$ cat src/rtl/l2_irq_pkg.sv
package l2_irq_pkg;
    typedef logic [31:0] word_t;

    typedef enum logic {
        PS_RUN   = 1'b0,
        PS_SLEEP = 1'b1
    } pwr_state_t;

    localparam int EN_BASE    = 8'h00;
    localparam int STAT_BASE  = 8'h04;
    localparam int ROUTE_BASE = 8'h40;
    localparam int WAKE_BASE  = 8'hD0;

    function automatic logic [7:0] en_addr(input int w);
        return 8'(EN_BASE + 8 * w);
    endfunction

    function automatic logic [7:0] stat_addr(input int w);
        return 8'(STAT_BASE + 8 * w);
    endfunction

    function automatic logic [7:0] route_addr(input int p, input int w);
        return 8'(ROUTE_BASE + 16 * p + 4 * w);
    endfunction

    function automatic logic [7:0] wake_addr(input int w);
        return 8'(WAKE_BASE + 4 * w);
    endfunction
endpackage

$ cat src/rtl/l2_irq_sync.sv
module l2_irq_sync #(
    parameter int W = 32
) (
    input  logic         clk,
    input  logic         rst_n,
    input  logic [W-1:0] d_in,
    output logic [W-1:0] q_out
);
    logic [W-1:0] stage1_q;

    always_ff @(posedge clk or negedge rst_n) begin
        if (!rst_n) begin
            stage1_q <= '0;
            q_out    <= '0;
        end else begin
            stage1_q <= d_in;
            q_out    <= stage1_q;
        end
    end
endmodule

$ cat src/rtl/l2_irq_regs.sv
module l2_irq_regs
    import l2_irq_pkg::*;
#(
    parameter int NWORDS = 2,
    parameter int NLINES = 2,
    parameter logic [NWORDS*32-1:0] FWD_INIT = '0
) (
    input  logic                         clk,
    input  logic                         rst_n,
    input  logic                         bus_sel,
    input  logic                         bus_wr,
    input  logic [7:0]                   bus_addr,
    input  word_t                        bus_wdata,
    output word_t                        bus_rdata,
    input  logic [NWORDS-1:0][31:0]      status,
    output logic [NWORDS-1:0][31:0]      en_q,
    output logic [NWORDS-1:0][31:0]      wake_q,
    output logic [NLINES-1:0][NWORDS-1:0][31:0] route_q
);
    logic wr_stb;
    assign wr_stb = bus_sel && bus_wr;

    for (genvar w = 0; w < NWORDS; w++) begin : g_word
        always_ff @(posedge clk or negedge rst_n) begin
            if (!rst_n) begin
                en_q[w]   <= FWD_INIT[w*32 +: 32];
                wake_q[w] <= '0;
            end else if (wr_stb) begin
                if (bus_addr == en_addr(w))   en_q[w]   <= bus_wdata;
                if (bus_addr == wake_addr(w)) wake_q[w] <= bus_wdata;
            end
        end

        for (genvar p = 0; p < NLINES; p++) begin : g_line
            always_ff @(posedge clk or negedge rst_n) begin
                if (!rst_n)
                    route_q[p][w] <= '1;
                else if (wr_stb && bus_addr == route_addr(p, w))
                    route_q[p][w] <= bus_wdata;
            end
        end
    end

    always_comb begin
        bus_rdata = '0;
        for (int w = 0; w < NWORDS; w++) begin
            if (bus_addr == en_addr(w))   bus_rdata = en_q[w];
            if (bus_addr == stat_addr(w)) bus_rdata = status[w];
            if (bus_addr == wake_addr(w)) bus_rdata = wake_q[w];
            for (int p = 0; p < NLINES; p++)
                if (bus_addr == route_addr(p, w)) bus_rdata = route_q[p][w];
        end
    end
endmodule

$ cat src/rtl/l2_irq_route.sv
module l2_irq_route #(
    parameter int NWORDS = 2,
    parameter int NLINES = 2
) (
    input  logic                         clk,
    input  logic                         rst_n,
    input  logic                         sleeping,
    input  logic [NWORDS-1:0][31:0]      status,
    input  logic [NWORDS-1:0][31:0]      eff_en,
    input  logic [NLINES-1:0][NWORDS-1:0][31:0] route_q,
    output logic [NLINES-1:0]            irq_out,
    output logic                         wake_out
);
    logic [NWORDS-1:0][31:0] live;
    logic [NWORDS-1:0][31:0] valid;
    logic [NLINES-1:0]       irq_d;
    logic                    wake_d;

    always_comb begin
        irq_d  = '0;
        wake_d = 1'b0;
        for (int w = 0; w < NWORDS; w++) begin
            live[w]  = status[w] & eff_en[w];
            valid[w] = '0;
            for (int p = 0; p < NLINES; p++) begin
                valid[w] = valid[w] | route_q[p][w];
                irq_d[p] = irq_d[p] | (|(live[w] & route_q[p][w]));
            end
            wake_d = wake_d | (|(live[w] & valid[w]));
        end
        wake_d = wake_d & sleeping;
    end

    always_ff @(posedge clk or negedge rst_n) begin
        if (!rst_n) begin
            irq_out  <= '0;
            wake_out <= 1'b0;
        end else begin
            irq_out  <= irq_d;
            wake_out <= wake_d;
        end
    end
endmodule

$ cat src/rtl/l2_irq_aggregator.sv
module l2_irq_aggregator
    import l2_irq_pkg::*;
#(
    parameter int NWORDS = 2,
    parameter int NLINES = 2,
    parameter logic [NWORDS*32-1:0] FWD_INIT = {{(NWORDS*32-8){1'b0}}, 8'hFF},
    parameter bit WAKE_EN = 1'b1
) (
    input  logic                   clk,
    input  logic                   rst_n,
    input  logic [NWORDS*32-1:0]   src_in,
    input  logic                   bus_sel,
    input  logic                   bus_wr,
    input  logic [7:0]             bus_addr,
    input  logic [31:0]            bus_wdata,
    output logic [31:0]            bus_rdata,
    input  logic                   sleep_req,
    output logic [NLINES-1:0]      irq_out,
    output logic                   wake_out
);
    logic [NWORDS-1:0][31:0]              status_q;
    logic [NWORDS-1:0][31:0]              en_q;
    logic [NWORDS-1:0][31:0]              wake_q;
    logic [NWORDS-1:0][31:0]              eff_en;
    logic [NLINES-1:0][NWORDS-1:0][31:0]  route_q;
    logic [NWORDS*32-1:0]                 sync_flat;
    pwr_state_t                           state_q, state_d;
    logic                                 sleeping;

    l2_irq_sync #(.W(NWORDS*32)) u_sync (
        .clk(clk), .rst_n(rst_n), .d_in(src_in), .q_out(sync_flat)
    );
    assign status_q = sync_flat;

    l2_irq_regs #(.NWORDS(NWORDS), .NLINES(NLINES), .FWD_INIT(FWD_INIT)) u_regs (
        .clk(clk), .rst_n(rst_n), .bus_sel(bus_sel), .bus_wr(bus_wr),
        .bus_addr(bus_addr), .bus_wdata(bus_wdata), .bus_rdata(bus_rdata),
        .status(status_q), .en_q(en_q), .wake_q(wake_q), .route_q(route_q)
    );

    always_comb begin
        state_d = state_q;
        unique case (state_q)
            PS_RUN:   if (sleep_req)  state_d = PS_SLEEP;
            PS_SLEEP: if (!sleep_req) state_d = PS_RUN;
        endcase
    end

    always_ff @(posedge clk or negedge rst_n) begin
        if (!rst_n) state_q <= PS_RUN;
        else        state_q <= state_d;
    end

    always_comb begin
        sleeping = 1'b0;
        eff_en   = en_q;
        unique case (state_q)
            PS_RUN: ;
            PS_SLEEP: begin
                sleeping = WAKE_EN;
                for (int w = 0; w < NWORDS; w++)
                    if (WAKE_EN) eff_en[w] = en_q[w] | wake_q[w];
            end
        endcase
    end

    l2_irq_route #(.NWORDS(NWORDS), .NLINES(NLINES)) u_route (
        .clk(clk), .rst_n(rst_n), .sleeping(sleeping), .status(status_q),
        .eff_en(eff_en), .route_q(route_q), .irq_out(irq_out), .wake_out(wake_out)
    );
endmodule

$ cat config.mk
export PLATFORM = sky130hd
export DESIGN_NAME = l2_irq_aggregator
export DESIGN_NICKNAME = d
export VERILOG_FILES = /design/src/rtl/l2_irq_pkg.sv /design/src/rtl/l2_irq_sync.sv /design/src/rtl/l2_irq_regs.sv /design/src/rtl/l2_irq_route.sv /design/src/rtl/l2_irq_aggregator.sv
export SDC_FILE = /design/constraint.sdc
export NUM_CORES = 1
export LEC_CHECK = 0
export ABC_AREA = 1
export ABC_CLOCK_PERIOD_IN_PS = 4200
export BUFFER_PORTS_ARGS = -buffer_cell sky130_fd_sc_hd__buf_2
export CORE_ASPECT_RATIO = 0.75
export CORE_UTILIZATION = 50
export CTS_CLUSTER_SIZE = 8
export DETAILED_ROUTE_END_ITERATION = 10
export PLACE_DENSITY = 0.68
export SYNTH_ARGS = -nofsm -noshare
export SYNTH_HDL_FRONTEND = slang
export SYNTH_SLANG_ARGS = --single-unit
$ cat constraint.sdc
create_clock -name clk -period 4.2 [get_ports clk]
set_input_delay 0.42 -clock clk [delete_from_list [all_inputs] [get_ports clk]]
set_output_delay 0.42 -clock clk [all_outputs]
set_load 0.005 [all_outputs]
==> metrics.csv <==
stage,metric,value,unit
logic_synthesis,syn-num-nets,2297,
power,p_switching,1.961,mW
clock_tree,cts_hold_buf,66,
worst_setup_path,cpPeakStageDelay,0.52,ns
sta,final.period_utilization,72.06,%
placement,hpwl,34.82,mm
global_route,grt.total_usage,30.43,%
run_status,violations,DRC,
global_route,grt_max_degree,111,
logic_synthesis,ys_seq_area_share,55.23,%
route,routedWlPerCell,18.58,um
power,peakVddDrop,0.2940,mV
route,vias,15568,
logic_synthesis,yosys_warnings,0,
sta,worst_pin_slew,0.9215,ns
die,core_area,0.03492,mm2
clock_tree,clk_latency,0.58,ns
power,swShare,22.99,%
final_layout,final_cell_area,0.02129,mm2
worst_setup_path,critPathKind,input port to output port,
worst_setup_path,path_cells,buf_2 > inv_1 > nand2_1 > nor2_2 > nand2_2 > clkinv_2 > buf_4 > nand2_1 > nand4_1 > buf_2,
worst_setup_path,critPathRequiredTime,3.78,ns
clock_tree,cts_max_path_buffers,3,
route,drt_pre_antenna_iters,9,
placement,gp_congestion,0.9162,
global_route,antenna_found_initial,0,
logic_synthesis,ys_types,36,
logic_synthesis,synth_area,0.01789,mm2
logic_synthesis,syn_inst,2188,
sta,slew-limit-headroom,38.48,%
logic_synthesis,synth_top_area_share,35.25,%
sta,worst_slack,1.174,ns
clock_tree,htreeDepth,2,
global_route,first_global_vias,15090,
clock_tree,clk_pin_slew,0.05,ns
clock_tree,cts_resized,0,
worst_setup_path,critPathLaunchType,input port,
sta,report.final.slew_viol_count,0,
clock_tree,cts_buffers,54,
logic_synthesis,ys_seq_elements,388,
die,num_rows,59,
sta,fin_tns_setup,0,ns
logic_synthesis,synth_edf_count,0,
logic_synthesis,syn_area_per_cell,8.176,um2
die,dieArea,0.03655,mm2
worst_hold_path,min_path_type,input port to flip-flop,
logic_synthesis,synth_area_leaders,"dfrtp_1, dfstp_2, nand2_1",
power,p_leak,9.619,nW
clock_tree,cts_tree,done,
clock_tree,cts_post_setup_buffers_inserted,0,
sta,rsz0062_at_grt,no,
power,sequentialPowerShare,47.1,%
sta,hold_viol,0,
run_status,status,"complete, but fails checks",
die,die_h,165.8,um
power,p_clk_share,48.0,%
placement,dp_slack,1.224,ns
route,drt_iter0_drc,1689,
placement,dpl_cell_area,0.01904,mm2
global_route,grt_pass1_wl,85.18,mm
worst_setup_path,worstSetupEndpointType,output port,
final_layout,drive_gt1_share,18.51,%
power,finalPower,8.531,mW
die,ios,144,
sta,skew,0.009835,ns
placement,port_buffers,143,
route,route.detailed.drc,9,
global_route,overflow,0,
route,ant_nets,0,
sta,min_period,3.026,ns
worst_setup_path,crit_arrival,2.61,ns
die,initial_utilization,51.23,%
die,die_w,220.4,um
sta,final-setup-viol-count,0,
clock_tree,cts_root_buffer,clkbuf_16,
power,p_int,6.569,mW
logic_synthesis,yosys.area.top_type,dfrtp_1,
final_layout,areaGrowthSynthToFinish,19.00,%
clock_tree,cts_sinks,388,
worst_setup_path,cp_slowest_cell,clkinv_2,
route,wl,53.76,mm
final_layout,fillCellCount,2986,
route,viasPerCell,5.381,
logic_synthesis,synth_async_sr_flop_share,100.0,%
power,p_comb_share,5.0,%
sta,fmax,330.4,MHz
final_layout,final_nets,2503,
worst_setup_path,cp_max_fo,19,
power,powerDensity,400.7,mW/mm2
sta,finalHoldWorstSlack,0.2215,ns
logic_synthesis,synth_ff_type,dfrtp_1,
final_layout,insertedDiodeCount,0,
job,maxCapViolCount,0,
## final timing paths
kind                                          start                  to  slack [ns]  depth (start not counted)
worst max-delay path                    bus_addr[0]        bus_rdata[0]        1.17                         10
worst min-delay path                  bus_wdata[12]  u_regs.route_q[44]        0.22                          3
worst max register to register              state_q  u_route.irq_out[0]        1.77                          9
worst min register to register  u_sync.stage1_q[49]    u_sync.q_out[49]        0.34                          0
max in group asynchronous                     rst_n  u_regs.route_q[16]        2.73                          3
min in group asynchronous                     rst_n  u_sync.stage1_q[3]        0.54                          2
## synthesized netlist by cell type (all sizes together), types with 2 or more instances
| library cell | count |
|---|---|
| nand2 | 837 |
| o21ai | 290 |
| dfrtp | 252 |
| inv | 168 |
| dfstp | 136 |
| nor2 | 120 |
| nand3 | 92 |
| nand4 | 67 |
| buf | 63 |
| or2 | 63 |
| a21boi | 40 |
| clkbuf | 25 |
| a21oi | 21 |
| nor3 | 6 |
| nor3b | 2 |
| o211ai | 2 |
## logic make-up after synthesis
logic type	Yosys count	synth area share (%)
AND/OR/NAND/NOR	1188	28.22
flip-flops	388	55.23
buffers and inverters	257	6.001
AO/OA/AOI/OAI	355	10.55
## routing by layer
layer,global-route usage [%],wire [um]
met5,0,0
met2,46.50,24180
met4,11.27,1916
met3,5.348,4346
met1,43.38,23310
## registers in the layout, summed over array words and instances, names as in the netlist
| signal | count |
|---|---|
| u_sync.stage1_q | 64 |
| u_regs.route_q | 128 |
| u_route.wake_out | 1 |
| u_route.irq_out | 2 |
| u_regs.wake_q | 64 |
| u_regs.en_q | 64 |
| state_q | 1 |
| u_sync.q_out | 64 |
## cell usage in the layout, fill, tap and decap left out, types with 2 or more instances in the layout
cell,count
dlygate4sd3_1,66
nor2_2,4
nor2_1,112
a21oi_1,21
nand3_2,2
nand2_2,8
dfrtp_1,251
nor3_4,3
clkbuf_1,40
nor3_1,3
nand2_1,827
nor3b_1,2
or2_2,53
clkbuf_16,55
o21ai_1,152
inv_2,6
nand4_1,67
nand3_1,89
or2_1,5
dfstp_2,136
buf_2,142
o211ai_1,2
a21boi_0,22
o21ai_0,138
nor2_4,4
buf_12,6
buf_4,23
a21boi_1,18
nand2_4,2
inv_1,162
or2_0,5
## critical path: cells and delay by family
kind	cells	cell delay (ns)
simple gates	5	0.91
buf+inv	5	1.26
## power by group through the flow
stage                     combinational [mW]  sequential, mW  clock (mW)
after floorplan                        0.181            4.02           0
after global placement                 0.370            4.06           0
after detailed placement               0.378            4.07           0
after CTS                              0.427            4.01        4.17
after global routing                   0.480            4.02        4.35
final                                  0.423            4.01        4.09
## cell type report
type / count / area (um2) / area share (%)
clock buffer: 95 / 1526 / 7.171
multi-input combinational: 1543 / 6935 / 32.58
sequential: 388 / 9881 / 46.41
clock inverter: 3 / 58.81 / 0.2762
timing repair buffer: 238 / 1679 / 7.888
tap: 457 / 571.8 / 2.686
inverter: 169 / 635.6 / 2.986
## per-stage QoR
stage          util [%]  instances
6_report          60.97       2893
5_1_grt           60.97       2893
4_1_cts           60.97       2893
3_5_place_dp      54.53       2729
3_3_place_gp      54.53       2729
2_1_floorplan         -       2188
Note: power is estimated with default switching activity, not from simulation.
